--- config.mk ---
export PLATFORM = sky130hd
export DESIGN_NAME = adc_ctl_unit
export DESIGN_NICKNAME = d
export VERILOG_FILES = /design/src/rtl/adc_ctl_pkg.sv /design/src/rtl/adc_sar_seq.sv /design/src/rtl/adc_regs.sv /design/src/rtl/adc_ctl_unit.sv
export SDC_FILE = /design/constraint.sdc
export NUM_CORES = 1
export LEC_CHECK = 0
export ABC_AREA = 0
export BUFFER_PORTS_ARGS = -buffer_cell sky130_fd_sc_hd__buf_2
export CORE_ASPECT_RATIO = 0.75
export CORE_MARGIN = 1.5
export CORE_UTILIZATION = 25
export CTS_CLUSTER_DIAMETER = 100
export DETAILED_ROUTE_END_ITERATION = 6
export PLACE_DENSITY = 0.47
export SLEW_MARGIN = 20
export SYNTH_ARGS = -nofsm -noshare
export SYNTH_HDL_FRONTEND = slang
export SYNTH_SLANG_ARGS = --single-unit
--- constraint.sdc ---
create_clock -name clk -period 2.3 [get_ports clk]
set_input_delay 0.345 -clock clk [delete_from_list [all_inputs] [get_ports clk]]
set_output_delay 0.345 -clock clk [all_outputs]
set_load 0.02 [all_outputs]
--- src/rtl/adc_ctl_pkg.sv ---
package adc_ctl_pkg;

  typedef enum logic [1:0] {
    ADR_MODE = 2'd0,
    ADR_CTRL = 2'd1,
    ADR_RHI  = 2'd2,
    ADR_RLO  = 2'd3
  } reg_addr_e;

  typedef enum logic [1:0] {
    SEQ_IDLE   = 2'd0,
    SEQ_SAMPLE = 2'd1,
    SEQ_TRIAL  = 2'd2
  } seq_state_e;

  // control register bit positions (software decodes these)
  localparam int CTL_START = 7;
  localparam int CTL_IEN   = 6;
  localparam int CTL_FLAG  = 5;

endpackage

--- src/rtl/adc_sar_seq.sv ---
module adc_sar_seq
  import adc_ctl_pkg::*;
#(
  parameter int RES_BITS = 10
) (
  input  logic                clk,
  input  logic                rst,
  input  logic                freeze,
  input  logic                start,
  input  logic                abort,
  input  logic                cmp,
  output logic                busy,
  output logic                finish,
  output logic [RES_BITS-1:0] dac_code,
  output logic [RES_BITS-1:0] conv_result
);

  localparam int IDX_W = $clog2(RES_BITS);
  localparam logic [RES_BITS-1:0] TOP_BIT = {1'b1, {(RES_BITS-1){1'b0}}};

  seq_state_e          state_q;
  logic [IDX_W-1:0]    idx_q;
  logic [RES_BITS-1:0] code_q;
  logic [RES_BITS-1:0] trial_mask;
  logic [RES_BITS-1:0] kept;

  // trial bit survives when the input is at or above the trial code
  always_comb begin
    trial_mask = RES_BITS'(1) << idx_q;
    kept       = cmp ? code_q : (code_q & ~trial_mask);
  end

  always_ff @(posedge clk) begin
    if (rst) begin
      state_q <= SEQ_IDLE;
      idx_q   <= '0;
      code_q  <= '0;
    end else if (!freeze) begin
      if (abort && state_q != SEQ_IDLE) begin
        state_q <= SEQ_IDLE;
        idx_q   <= '0;
        code_q  <= '0;
      end else begin
        case (state_q)
          SEQ_IDLE: begin
            if (start) state_q <= SEQ_SAMPLE;
          end
          SEQ_SAMPLE: begin
            state_q <= SEQ_TRIAL;
            idx_q   <= IDX_W'(RES_BITS - 1);
            code_q  <= TOP_BIT;
          end
          SEQ_TRIAL: begin
            if (idx_q == '0) begin
              state_q <= SEQ_IDLE;
              code_q  <= '0;
            end else begin
              code_q <= kept | (trial_mask >> 1);
              idx_q  <= idx_q - 1'b1;
            end
          end
          default: state_q <= SEQ_IDLE;
        endcase
      end
    end
  end

  assign busy        = (state_q != SEQ_IDLE);
  assign finish      = (state_q == SEQ_TRIAL) && (idx_q == '0) && !freeze && !abort;
  assign dac_code    = code_q;
  assign conv_result = kept;

  AST_FREEZE_HOLD: assert property (@(posedge clk) disable iff (rst)
    (!$past(rst) && $past(freeze)) |-> ($stable(code_q) && $stable(state_q)))
    else $error("AST_FREEZE_HOLD");

  AST_ABORT_IDLE: assert property (@(posedge clk) disable iff (rst)
    (abort && !freeze) |=> !busy)
    else $error("AST_ABORT_IDLE");

  AST_MSB_FIRST: assert property (@(posedge clk) disable iff (rst)
    (state_q == SEQ_SAMPLE && !freeze && !abort) |=> (dac_code == TOP_BIT))
    else $error("AST_MSB_FIRST");

endmodule

--- src/rtl/adc_regs.sv ---
module adc_regs
  import adc_ctl_pkg::*;
#(
  parameter int RES_BITS = 10,
  parameter int DATA_W   = 8,
  parameter int CH_BITS  = 4
) (
  input  logic                clk,
  input  logic                rst,
  input  logic                freeze,
  input  logic                wr_en,
  input  logic [1:0]          addr,
  input  logic [DATA_W-1:0]   wdata,
  input  logic                busy,
  input  logic                finish,
  input  logic [RES_BITS-1:0] conv_result,
  output logic [DATA_W-1:0]   rdata,
  output logic [CH_BITS-1:0]  chan,
  output logic                start_req,
  output logic                abort_req,
  output logic                irq
);

  localparam int LO_BITS = RES_BITS - DATA_W;

  logic [DATA_W-1:0]   mode_q;
  logic                ien_q;
  logic                flag_q;
  logic [RES_BITS-1:0] res_q;
  logic [DATA_W-1:0]   rdata_q;
  logic                irq_q;
  logic                wr_mode, wr_ctrl;
  logic [DATA_W-1:0]   rd_mux;

  always_comb begin
    wr_mode   = wr_en && !freeze && (addr == ADR_MODE);
    wr_ctrl   = wr_en && !freeze && (addr == ADR_CTRL);
    start_req = wr_ctrl && wdata[CTL_START] && !busy;
    abort_req = wr_ctrl && !wdata[CTL_START] && busy;
  end

  always_ff @(posedge clk) begin
    if (rst) begin
      mode_q <= '0;
      ien_q  <= 1'b0;
      flag_q <= 1'b0;
    end else begin
      if (wr_mode && !busy) mode_q <= wdata;
      if (wr_ctrl) ien_q <= wdata[CTL_IEN];
      if (finish) flag_q <= 1'b1;
      else if (wr_ctrl && !wdata[CTL_FLAG]) flag_q <= 1'b0;
    end
  end

  // result survives reset on purpose
  always_ff @(posedge clk) begin
    if (finish) res_q <= conv_result;
  end

  always_comb begin
    case (addr)
      ADR_MODE: rd_mux = mode_q;
      ADR_CTRL: begin
        rd_mux            = '0;
        rd_mux[CTL_START] = busy;
        rd_mux[CTL_IEN]   = ien_q;
        rd_mux[CTL_FLAG]  = flag_q;
      end
      ADR_RHI:  rd_mux = res_q[RES_BITS-1 -: DATA_W];
      default:  rd_mux = {res_q[LO_BITS-1:0], {(DATA_W-LO_BITS){1'b0}}};
    endcase
  end

  always_ff @(posedge clk) begin
    if (rst) begin
      rdata_q <= '0;
      irq_q   <= 1'b0;
    end else if (!freeze) begin
      rdata_q <= rd_mux;
      irq_q   <= flag_q & ien_q;
    end
  end

  assign rdata = rdata_q;
  assign chan  = mode_q[CH_BITS-1:0];
  assign irq   = irq_q;

  AST_FLAG_ON_DONE: assert property (@(posedge clk) disable iff (rst)
    finish |=> flag_q)
    else $error("AST_FLAG_ON_DONE");

  AST_IRQ_NEEDS_EN: assert property (@(posedge clk) disable iff (rst)
    (!$past(rst) && !$past(ien_q)) |-> !irq)
    else $error("AST_IRQ_NEEDS_EN");

  AST_FLAG_STICKY: assert property (@(posedge clk) disable iff (rst)
    (!$past(rst) && $past(flag_q) && !$past(wr_ctrl && !wdata[CTL_FLAG])) |-> flag_q)
    else $error("AST_FLAG_STICKY");

  AST_CHAN_HELD: assert property (@(posedge clk) disable iff (rst)
    (!$past(rst) && $past(busy)) |-> $stable(chan))
    else $error("AST_CHAN_HELD");

endmodule

--- src/rtl/adc_ctl_unit.sv ---
module adc_ctl_unit
  import adc_ctl_pkg::*;
#(
  parameter int RES_BITS = 10,
  parameter int DATA_W   = 8,
  parameter int CH_BITS  = 4
) (
  input  logic                clk,
  input  logic                rst,
  input  logic                lp_freeze,
  input  logic [1:0]          bus_addr,
  input  logic                bus_wr,
  input  logic [DATA_W-1:0]   bus_wdata,
  output logic [DATA_W-1:0]   bus_rdata,
  output logic [CH_BITS-1:0]  adc_chan,
  output logic [RES_BITS-1:0] dac_code,
  input  logic                cmp_in,
  output logic                irq
);

  logic                busy, finish, start_req, abort_req;
  logic [RES_BITS-1:0] conv_result;

  adc_regs #(
    .RES_BITS (RES_BITS),
    .DATA_W   (DATA_W),
    .CH_BITS  (CH_BITS)
  ) u_regs (
    .clk         (clk),
    .rst         (rst),
    .freeze      (lp_freeze),
    .wr_en       (bus_wr),
    .addr        (bus_addr),
    .wdata       (bus_wdata),
    .busy        (busy),
    .finish      (finish),
    .conv_result (conv_result),
    .rdata       (bus_rdata),
    .chan        (adc_chan),
    .start_req   (start_req),
    .abort_req   (abort_req),
    .irq         (irq)
  );

  adc_sar_seq #(
    .RES_BITS (RES_BITS)
  ) u_seq (
    .clk         (clk),
    .rst         (rst),
    .freeze      (lp_freeze),
    .start       (start_req),
    .abort       (abort_req),
    .cmp         (cmp_in),
    .busy        (busy),
    .finish      (finish),
    .dac_code    (dac_code),
    .conv_result (conv_result)
  );

  AST_DAC_IDLE_ZERO: assert property (@(posedge clk) disable iff (rst)
    (!$past(rst) && !$past(busy) && !$past(start_req)) |-> (dac_code == '0))
    else $error("AST_DAC_IDLE_ZERO");

endmodule

# == Word level (Yosys, flattened, before mapping) ==
# Cells that the tools add are included.
# word_totals
register_bits,45
inputBits,15
word_cells,64
# op_classes
add_sub_neg,1
n_eq_ne,7
n_shift,1
n_mux,14
n_bitwise,5
reduce_logical,27
# op_table
operator,count
$mux 10,3
$pmux 8 s3,1
$pmux 10 s2,1
$logic_and 1x1->1,13
$and 10x10->10,1
$not 10->10,1
$or 10x9->10,1
$shl 1x4->10 const A,1
$mux 4,2
$pmux 4 s2,1
$mux 2,3
$ne 3x2->1 const B,2
$pmux 2 s3,1
$reduce_and 3->1,2
$logic_not 1->1,5
$eq 2x1->1 const B,2
$eq 2x2->1 const B,2
$logic_not 2->1,2
$logic_not 4->1,1
$reduce_bool 2->1,2
$sub 4x1->4 const B,1
$ne 3x1->1 const B,1
$reduce_bool 3->1,1
$mux 1,2
3 further kinds,3

# == Longest topological paths before layout ==
# Gate-level depths: netlist of the first run.
# depth
ltp_word,8
depth_mapped,6

# == Hierarchy ==
# A second synthesis of the first run with hierarchy kept.
# hier_totals
cells_unflattened,232
area_unflattened_um2,2292.2
# by_module_without_submodules
module,instances,cells_each,area_per_inst_um2,seq_area_each_um2
adc_regs,1,105,1246.2,680.7
adc_sar_seq,1,127,1046.0,320.3

# == Worst setup path after synthesis of the first run ==
# OpenSTA, ideal clock, no wires.
# synth_path
kind,reg2reg
start,register u_seq.idx_q[0]
end,"register u_regs.res_q[0], enable pin"
arrival_time_ns,1.742
t_required_ns,1.913
slack_ns,0.171
stages_incl_launch_ff,5
n_path_buf,0
synth_period_minus_slack_ns,2.129
path_cell_list,dfxtp_1 inv_1 ha_1 or3b_2 nor4_2
# synth_via
elab_chain_cells,4
# synth_lines
item,line_no,rtl
from (decl),adc_sar_seq.sv:22,logic [IDX_W-1:0] idx_q;
from (signal assigned),adc_sar_seq.sv:50,idx_q <= IDX_W'(RES_BITS - 1);
from (signal assigned),adc_sar_seq.sv:59,idx_q <= idx_q - 1'b1;
$logic_not 4->1,adc_sar_seq.sv:69,assign finish = (state_q == SEQ_TRIAL) && (idx_q == '0) && !freeze && !abort;
$logic_and 1x1->1 (3 in series),adc_sar_seq.sv:69,
named net finish,adc_ctl_unit.sv:21,"logic busy, finish, start_req, abort_req;"
to (signal assigned),adc_regs.sv:57,if (finish) res_q <= conv_result;
to (decl),adc_regs.sv:29,logic [RES_BITS-1:0] res_q;
# The timed path passes the listed nets, and every way through them passes these cells.
# A chain may end at the register's enable or synchronous reset.

# == Worst setup path after layout of the first run ==
# layout_path
start,register u_seq.idx_q[1]
end,"register u_regs.res_q[2], enable pin"
# The elaborated chain is that of the path after synthesis.

==> results of run 1 <==
-- how the worst min path moves through the flow --
stage / start / endpoint / slack (ps) / cells past startpoint
2_1_floorplan: u_regs.ien_q$_SDFFE_PP0N_ / u_regs.ien_q$_SDFFE_PP0N_ / 440 / 2
3_3_place_gp: u_regs.rdata[6]$_SDFFE_PP0N_ / u_regs.rdata[6]$_SDFFE_PP0N_ / 450 / 2
3_5_place_dp: u_regs.rdata[6]$_SDFFE_PP0N_ / u_regs.rdata[6]$_SDFFE_PP0N_ / 450 / 2
4_1_cts: bus_wdata[2] / u_regs.mode_q[2]$_SDFFE_PP0P_ / 290 / 3
5_1_grt: bus_wdata[2] / u_regs.mode_q[2]$_SDFFE_PP0P_ / 290 / 3
6_report: bus_wdata[3] / u_regs.mode_q[3]$_SDFFE_PP0P_ / 290 / 3
-- cell families (layout without fill, tap and decap cells) --
kind of cell               count (synthesis)  in the layout  synth area share
and+or+nand+nor                           79             79             0.180
buffers and inverters                     24             56            0.0585
DFF                                       45             45             0.445
AOI/OAI and AO/OA                         60             60             0.182
adders and majority gates                  8              8            0.0445
muxes                                     17             17            0.0896
-- synthesized netlist by cell type --
master | count | share of area
buf_4 | 4 | 0.013
a22oi_1 | 5 | 0.017
buf_2 | 3 | 0.0067
o41ai_1 | 1 | 0.0039
a21boi_0 | 12 | 0.040
buf_6 | 3 | 0.015
nor3_1 | 4 | 0.0089
nand3_1 | 3 | 0.0067
a41o_1 | 1 | 0.0045
a221oi_1 | 1 | 0.0039
or3b_2 | 1 | 0.0039
mux4_2 | 2 | 0.020
a211oi_4 | 1 | 0.0089
nor2b_1 | 8 | 0.022
inv_1 | 9 | 0.015
nand4_1 | 1 | 0.0028
dfxtp_1 | 35 | 0.31
and3_1 | 1 | 0.0028
nand2_1 | 23 | 0.038
a21oi_1 | 18 | 0.040
o2111ai_1 | 1 | 0.0039
and2_1 | 8 | 0.022
o21a_1 | 2 | 0.0067
nand2b_1 | 2 | 0.0056
and4bb_4 | 1 | 0.0072
o21ai_0 | 11 | 0.024
a21oi_2 | 2 | 0.0078
ha_1 | 8 | 0.045
a311oi_2 | 1 | 0.0067
mux2i_1 | 10 | 0.045
o221ai_1 | 1 | 0.0039
nor4_2 | 1 | 0.0056
o31ai_1 | 1 | 0.0033
nor2_1 | 21 | 0.035
nand3b_1 | 3 | 0.010
nor3b_1 | 1 | 0.0033
nor3b_2 | 1 | 0.0056
mux2_2 | 5 | 0.025
o211ai_1 | 2 | 0.0067
clkbuf_1 | 5 | 0.0084
edfxtp_1 | 10 | 0.13
-- per-stage QoR --
step	setup WS, ps	total power, W
floorplan	171	0.000900
global placement	395	0.000929
detailed placement	371	0.000929
CTS	352	0.00167
global route	174	0.00172
finish	330	0.00164
-- power by group through the flow --
stage	Sequential [W]	Clock (W)	Combinational (W)
global placement	0.000835	0	0.0000948
global route	0.000818	0.000795	0.000103
finish	0.000817	0.000733	0.0000936
detailed placement	0.000835	0	0.0000936
CTS	0.000817	0.000757	0.0000941
floorplan	0.000839	0	0.0000614
-- placed cells by master, fill, tap and decap left out, types with 2 or more instances in the layout --
master / netlist / layout
nand3_1: 3 / 3
mux2_2: 5 / 5
edfxtp_1: 10 / 10
nor2b_1: 8 / 8
buf_4: 4 / 2
buf_2: 3 / 37
mux2i_1: 10 / 10
mux4_2: 2 / 2
a21oi_2: 2 / 2
a21oi_1: 18 / 18
inv_1: 9 / 9
clkbuf_16: 0 / 5
dfxtp_1: 35 / 35
a21boi_0: 12 / 12
nand3b_1: 3 / 3
nand2_1: 23 / 23
o21a_1: 2 / 2
nand2b_1: 2 / 2
nor2_1: 21 / 21
ha_1: 8 / 8
and2_1: 8 / 8
o21ai_0: 11 / 11
nor3_1: 4 / 4
a22oi_1: 5 / 5
o211ai_1: 2 / 2
-- cell type report --
class	count	area, um2	area share
clock buffer	5	125	0.0475
sequential	45	1000	0.380
tap	108	135	0.0513
multi-input combinational	164	1110	0.423
inverter	9	33.8	0.0128
clock inverter	3	25.0	0.00950
timing repair buffer	39	200	0.0760
-- state kept, by name (all words and copies together) (netlist names) --
signal          flops
u_regs.res_q       10
u_seq.dac_code     10
u_regs.mode_q       8
u_regs.rdata        8
u_seq.idx_q         4
u_seq.state_q       2
u_regs.flag_q       1
u_regs.ien_q        1
u_regs.irq          1
-- worst max-delay path, stage by stage, from the launching register on --
cell and delay [ps]:
dfxtp_1 360, inv_1 160, ha_1 270, or3b_2 490
nor4_2 150, buf_4 230
-- metal layers --
metal / up-vias / share of wire / GRT usage
li1: 874 / - / -
met2: 40 / 0.39 / 0.160
met5: - / 0 / 0
met3: 4 / 0.046 / 0.0314
met4: 0 / 0.0050 / 0.0242
met1: 802 / 0.56 / 0.189
==> impl_results.md, run 1 <==
* Status: finished with violations
* Failing checks: DRC
* First-iteration detailed-routing DRC count at between 100 and 150
* End point of the critical path: u_regs.res_q[2]$_DFFE_PP_
* CTS root buf: clkbuf_16
* Vias in the first global route at between 1500 and 2000
* Clock power share at 0.446
* Largest net degree at the start of global routing at 34
* # fillers at between 800 and 900
* Period minus WS final at roughly 2000 ps
* Starting Density at 0.261
* Startpoint Class: flop
* Fraction of layout cells with a size suffix above 1 at 0.234
* Net Switching at approximately 0.00039 W
* DP Area at between 0.002 and 0.0025 mm2
* Peak VDD IR at around 300 uV
* Vias per inst at approximately 4.6
* Congestion Overflow GR at 0
* Power Internal at 0.00126 W
* CP Class: reg -> reg
* Worst r2r src: u_seq.idx_q[1]$_SDFFE_PP0P_
* CTS Buf Count at 5
* Maximum fanout along the worst path at 11
* Post-Synthesis Cells at between 200 and 250
* DP HPWL at 3990 um
* CTS HTree Levels at 2
* Routed Wire Length at around 5600 um
* Max transition margin at 0.554
* Critical Path Source: u_seq.idx_q[1]$_SDFFE_PP0P_
* Max cap viols at 0
* Worst Path Arrival at 1960 ps
* Combinational share of power at 0.057
* R2r endpoint: u_regs.res_q[2]$_DFFE_PP_
* Final Cycle Share at 0.857
* Post-route DRC violation count at 2
* Port Buffer Count at 37
* Post_cts resized at 0
* DR vias at roughly 1700
* Switch share at 0.236
* Avg Cell Area, Syn at about 9.6 um2
* Setup_tns at 0 ps
* Die area at 0.00957 mm2
* CTS Sinks at 45
* Path depth of the worst reg2reg path at 5
* Design area at around 0.0026 mm2
* Register area share after synthesis at 0.445
* Area delta synth->final at 17.3%
* Placed cells at about 370
* Post-CTS Setup Bufs at 0
* First-pass GRT wire length at between 8000 and 9000 um
* Worst EP required at 2290 ps
* Non-Filler Instances at 373
* Number of antenna violations at the first check in global routing at 0
* Mapped cell area at ~0.0022 mm2
* Worst Tran Pin Value at about 670 ps
* Seq pwr share at 0.497
* Class of the worst hold path: in -> reg
* Final Hold Vio Count at 0
* Die Span X at between 100 and 150 um
* Final core utilization at 0.306
* Fin Hold WS at between 200 and 300 ps
* Syn nets at ~260
* Clock Skews at 6.85 ps
* Detailed-route wire length per cell at between 10 and 15 um
* Yosys warns at 0
* Insertion delay to the later sink of the worst-skew pair at between 200 and 300 ps
* CTS Buffer Depth at 2
* Site Rows at 29
* Final setup fails at 0
* Worst setup EP type: flop
* Die H at 85.1 um
* Nets at between 200 and 300
* RSZ-0062 raised after global routing: no
* P per Cell Area at 624 mW/mm2
* Clk slew on worst S/H paths at approximately 70 ps
* CTS tree: done
* Tot GR Track Use at 0.120
* Post-DRT Antenna Nets at 0
* Core area at between 0.008 and 0.009 mm2
* Max Clock Freq at just over 0.5 GHz
* CTS Hold Bufs at 0
* Post-synthesis cell type count at 41
* LEAKAGE at roughly 1.1 nW
* First-pass detailed-route iteration total at 7
* Final slew viol count at 0
* Io pins at 38
* Ant. Diodes at 0
* Register bit total from synthesis at 45
* Placer Congestion at ~0.77
* Reg2Reg Setup Slack at ~330 ps
No activity file was read; power rests on OpenSTA's default activity.
==> run 2: changes to the inputs <==
Settings changed: CORE_MARGIN 1.5 to default.
==> run 2 against run 1 <==
Compared with the run above:
- cell count is 0.27% higher
- utilization is 0.087 points higher
- count of clock-buffer cells in the layout stayed put
- flip-flop and latch count stayed put
- the run still ends with DRC left
- wire length is 0.95% higher
- maximum frequency is 1.3% higher
- largest cell class unchanged
- hold slack worse by 5.2 ps
- combinational power is 2% higher
- sequential power hardly changed
- worst setup slack better by 25 ps
- critical endpoint is now u_seq.idx_q[2]$_SDFFE_PP0P_
==> impl_results.md, run 2 (synthesis results as in run 1) <==
* Post-CTS Setup Bufs at 0
* Worst Path Arrival at about 2100 ps
* LEAKAGE at about 1.1 nW
* CTS HTree Levels at 2
* DR vias at ~1800
* Period minus WS final at slightly below 2000 ps
* CTS Hold Bufs at 0
* Worst setup EP type: flop
* Non-Filler Instances at between 300 and 400
* Die Span X at between 100 and 150 um
* Seq pwr share at 0.499
* Worst-path cell chain: inv_1 -> ha_1 -> nor3b_2 -> a211oi_4 -> a21oi_2 -> a311oi_2
* Detailed-route wire length per cell at 15.1 um
* Insertion delay to the later sink of the worst-skew pair at 290 ps
* RSZ-0062 raised after global routing: no
* Max cap viols at 0
* Power Internal at between 0.001 and 0.0015 W
* Maximum fanout along the worst path at 10
* Area delta synth->final at 17.6%
* Io pins at 38
* DP HPWL at 4120 um
* Failing checks: DRC
* Class of the worst hold path: in -> reg
* Fraction of layout cells with a size suffix above 1 at 0.237
* CTS Buf Count at 5
* CTS tree: done
* Number of antenna violations at the first check in global routing at 0
* Worst path bufs/invs at 1
* Placer Congestion at about 0.78
* Site Rows at 29
* First-iteration detailed-routing DRC count at between 100 and 150
* Final slew viol count at 0
* Vias in the first global route at around 1800
* Clk slew on worst S/H paths at approximately 70 ps
* Worst path top cell family by delay: compound AO/OA/AOI/OAI gates
* Final setup fails at 0
* P per Cell Area at roughly 620 mW/mm2
* Final Hold Vio Count at 0
* Congestion Overflow GR at 0
* Die area at 0.00938 mm2
* Peak VDD IR at approximately 270 uV
* Final Cycle Share at 0.846
* # fillers at ~900
* Switch share at 0.233
* CTS root buf: clkbuf_16
* Design Power at between 0.0015 and 0.002 W
* Most frequent cells in the layout: buf_2, dfxtp_1, nand2_1
* Port Buffer Count at 37
* Largest net degree at the start of global routing at 34
* Post_cts resized at 0
* Core area at ~0.0086 mm2
* Tot GR Track Use at 0.127
* First-pass GRT wire length at 9370 um
* Clock Skews at 5.68 ps
* First-pass detailed-route iteration total at 6
* Die H at 84.1 um
* Vias per inst at between 4 and 5
* Max incr delay on CP at approximately 470 ps
* Critical Path Slowest Stage Cell: a211oi_4
* CP Class: reg -> reg
* Ant. Diodes at 0
* Routed Wire Length at between 5000 and 6000 um
* CTS Buffer Depth at 2
* Multi-input gate area at ~0.0011 mm2
* Sequential cell area at roughly 0.001 mm2
* Setup_tns at 0 ps
* Combinational share of power at 0.058
* Nets at between 200 and 300
* Post-DRT Antenna Nets at 0
* Worst EP required at 2500 ps
* Clock power share at 0.443
* Max transition margin at 0.540
* Net Switching at between 0.0003 and 0.0004 W
* Worst Tran Pin Value at slightly below 700 ps
* Status: finished with violations
* Post-route DRC violation count at 4
* CTS Sinks at 45
* Commonest non-fill, non-tap cell in the layout: buf_2
* Starting Density at 0.261
* Max Clock Freq at slightly above 0.5 GHz
* Startpoint Class: flop
* Placed cells at 366
## run 2: final timing paths
check	start	to	slack, ps	cells after the start
setup / recovery	u_seq.idx_q[0]$_SDFFE_PP0P_	u_seq.idx_q[2]$_SDFFE_PP0P_	360	6
setup reg to reg	u_seq.idx_q[0]$_SDFFE_PP0P_	u_seq.idx_q[2]$_SDFFE_PP0P_	360	6
hold reg to reg	u_regs.rdata[6]$_SDFFE_PP0N_	u_regs.rdata[6]$_SDFFE_PP0N_	460	2
hold / removal	bus_wdata[0]	u_regs.mode_q[0]$_SDFFE_PP0P_	280	3
## run 2: worst min-delay path, cell delays in order
cell	delay, ps
buf_2	70
mux2i_1	50
nor2_1	70
## run 2: power groups by stage
stage,Sequential [W],Clock (W),Combinational [W]
final,0.000817,0.000725,0.0000953
after global routing,0.000817,0.000791,0.000102
after CTS,0.000817,0.000753,0.0000964
after detailed placement,0.000835,0,0.0000959
after global placement,0.000835,0,0.0000967
after floorplan,0.000839,0,0.0000614
## run 2: area by class of cell
| class | count | share of cell area |
|---|---|---|
| multi-input combinational | 164 | 0.422 |
| timing repair buffer | 40 | 0.0786 |
| clock buffer | 5 | 0.0473 |
| tap | 108 | 0.0511 |
| inverter | 9 | 0.0128 |
| clock inverter | 3 | 0.00947 |
| sequential | 45 | 0.379 |
## run 2: metrics by stage
step           setup slack [ps]  cell area, um2   util  hold WS, ps
6_report                    355            2640  0.307          283
5_1_grt                     144            2640  0.307          286
4_1_cts                     359            2640  0.307          281
3_5_place_dp                375            2490  0.290          455
3_3_place_gp                410            2490  0.290          448
2_1_floorplan               171            2250      -          442
## run 2: layer usage
layer  vias to the layer above  wire, um  track usage
li1                        881         -            -
met1                       829      3110        0.197
met2                        45      2230        0.175
met3                         7       261       0.0298
met4                         0        39       0.0258
met5                         -         0            0
==> run 3: changes to the inputs <==
Clock period 2.3 ns to 1.7 ns, I/O delays scaled along.
==> run 3 against run 2 <==
Compared with the run above:
- critical path type unchanged
- utilization is 4.1 points higher
- wire length is 4.4% higher
- count of clock-buffer cells in the layout stayed put
- clock skew is 3.0 ps lower
- worst setup slack worse by 320 ps
- cell count is 7.8% higher
- power is 36% higher
- flip-flop and latch count stayed put
- the run still ends with DRC left
- sequential power is 35% higher
- register-to-register slack worse by 320 ps
==> impl_results.md, run 3 (synthesis results as in run 1) <==
* Max cap viols at 0
* Die H at between 80 and 90 um
* First-pass GRT wire length at roughly 9000 um
* DP Area at between 0.002 and 0.003 mm2
* Die Span X at 111 um
* Multi-input gate area at about 0.0012 mm2
* Max Clock Freq at around 0.6 GHz
* Post-Route M1 WL at 3270 um
* Final slew viol count at 0
* Post-layout worst setup margin at 37.6 ps
* Maximum fanout along the worst path at 5
* Largest net degree at the start of global routing at 19
* CTS Sinks at 45
* Post-route DRC violation count at 7
* Die area at about 0.0094 mm2
* LEAKAGE at roughly 1.3 nW
* CTS tree: done
* Final Hold Vio Count at 0
* Fraction of layout cells with a size suffix above 1 at 0.380
* Detailed-route wire length per cell at between 10 and 15 um
* Worst Tran Pin Value at a little under 500 ps
* Site Rows at 29
* Worst Path Arrival at approximately 1900 ps
* Routed Wire Length at between 5000 and 6000 um
* Vias in the first global route at approximately 1700
* DR vias at about 1800
* Io pins at 38
* Placer Congestion at roughly 0.84
* Congestion Overflow GR at 0
* Met2 WL at approximately 2300 um
* Final setup fails at 0
* Post-DRT Antenna Nets at 0
* Core area at about 0.0086 mm2
* Commonest non-fill, non-tap cell in the layout: buf_2
* First-iteration detailed-routing DRC count at 90
* DP HPWL at ~4400 um
* Most frequent cells in the layout: buf_2, dfxtp_1, buf_4
* Worst EP required at between 1500 and 2000 ps
* CTS Buffer Depth at 2
* Ant. Diodes at 0
* Met3 routed WL at between 200 and 250 um
* DR top layer: met4
* Period minus WS final at 1660 ps
* Insertion delay to the later sink of the worst-skew pair at 290 ps
* Number of antenna violations at the first check in global routing at 0
* # fillers at 873
* Clock Skews at 2.69 ps
* Final Cycle Share at 0.978
* Sequential cell area at a little over 0.001 mm2
* Clk slew on worst S/H paths at about 60 ps
* Design Power at about 0.0022 W
* Port Buffer Count at 37
* Startpoint Class: flop
* Max transition margin at 0.673
* Peak VDD IR at just over 300 uV
* Worst setup EP type: flop
* Nets at 317
* Class of the worst hold path: in -> reg
* Vias per inst at roughly 4.6
* CTS Buf Count at 5
* First-pass detailed-route iteration total at 6
* CTS HTree Levels at 2
* CTS root buf: clkbuf_16
* P per Cell Area at approximately 740 mW/mm2
* Starting Density at 0.261
* Area delta synth->final at 33.5%
* Pre-CTS WS at -23.6 ps
* Failing checks: DRC
* RSZ-0062 raised after global routing: yes
* CP Class: reg -> reg
* Tot GR Track Use at 0.128
* Design area at between 0.002 and 0.003 mm2
* Status: finished with violations
## run 3: metal layers
layer | vias up | global-route usage
met5 | - | 0
met4 | 0 | 0.0295
met3 | 5 | 0.0327
met2 | 34 | 0.172
met1 | 864 | 0.199
li1 | 943 | -
## run 3: final cells by class
cell class | instances | share of cell area
inverter | 9 | 0.0121
multi-input combinational | 164 | 0.399
tap | 108 | 0.0451
timing repair buffer | 69 | 0.159
clock inverter | 3 | 0.00709
sequential | 45 | 0.336
clock buffer | 5 | 0.0417
## run 3: through the flow
stage,TNS (ps),std cells,hold WS [ps],utilization
2_1_floorplan,-1650,233,391,-
3_3_place_gp,0,390,452,0.317
3_5_place_dp,-233,390,456,0.317
4_1_cts,0,399,191,0.335
5_1_grt,-399,403,199,0.349
6_report,0,403,192,0.349
## run 3: critical path: stages (launching register included)
cell and delay, ps:
dfxtp_2 360, inv_4 50, ha_4 260, nand3b_1 110, a211oi_4 380, clkbuf_16 220, o21ai_2 50, a21oi_1 150
## run 3: what timing repair did
action	CTS	global route
pin swaps	1	12
gates resized for setup	2	28
endpoints found under the setup margin	10	24
gates cloned	1	1
buffers inserted	0	3
hold buffers	0	0
## run 3: where the power goes
| group | total [W] | internal (W) | switching [W] |
|---|---|---|---|
| Clock | 0.000973 | 0.000547 | 0.000426 |
| Combinational | 0.000146 | 0.0000616 | 0.0000847 |
| Sequential | 0.00110 | 0.00110 | 0.00000624 |
## run 3: final timing paths
path | slack [ps] | cells after the start | endpoint | from
setup / recovery | 40 | 7 | u_seq.dac_code[7]$_SDFFE_PP0P_ | u_seq.state_q[0]$_SDFFE_PP0P_
hold / removal | 190 | 3 | u_regs.mode_q[2]$_SDFFE_PP0P_ | bus_wdata[2]
setup reg to reg | 40 | 7 | u_seq.dac_code[7]$_SDFFE_PP0P_ | u_seq.state_q[0]$_SDFFE_PP0P_
hold reg to reg | 460 | 2 | u_regs.rdata[6]$_SDFFE_PP0N_ | u_regs.rdata[6]$_SDFFE_PP0N_
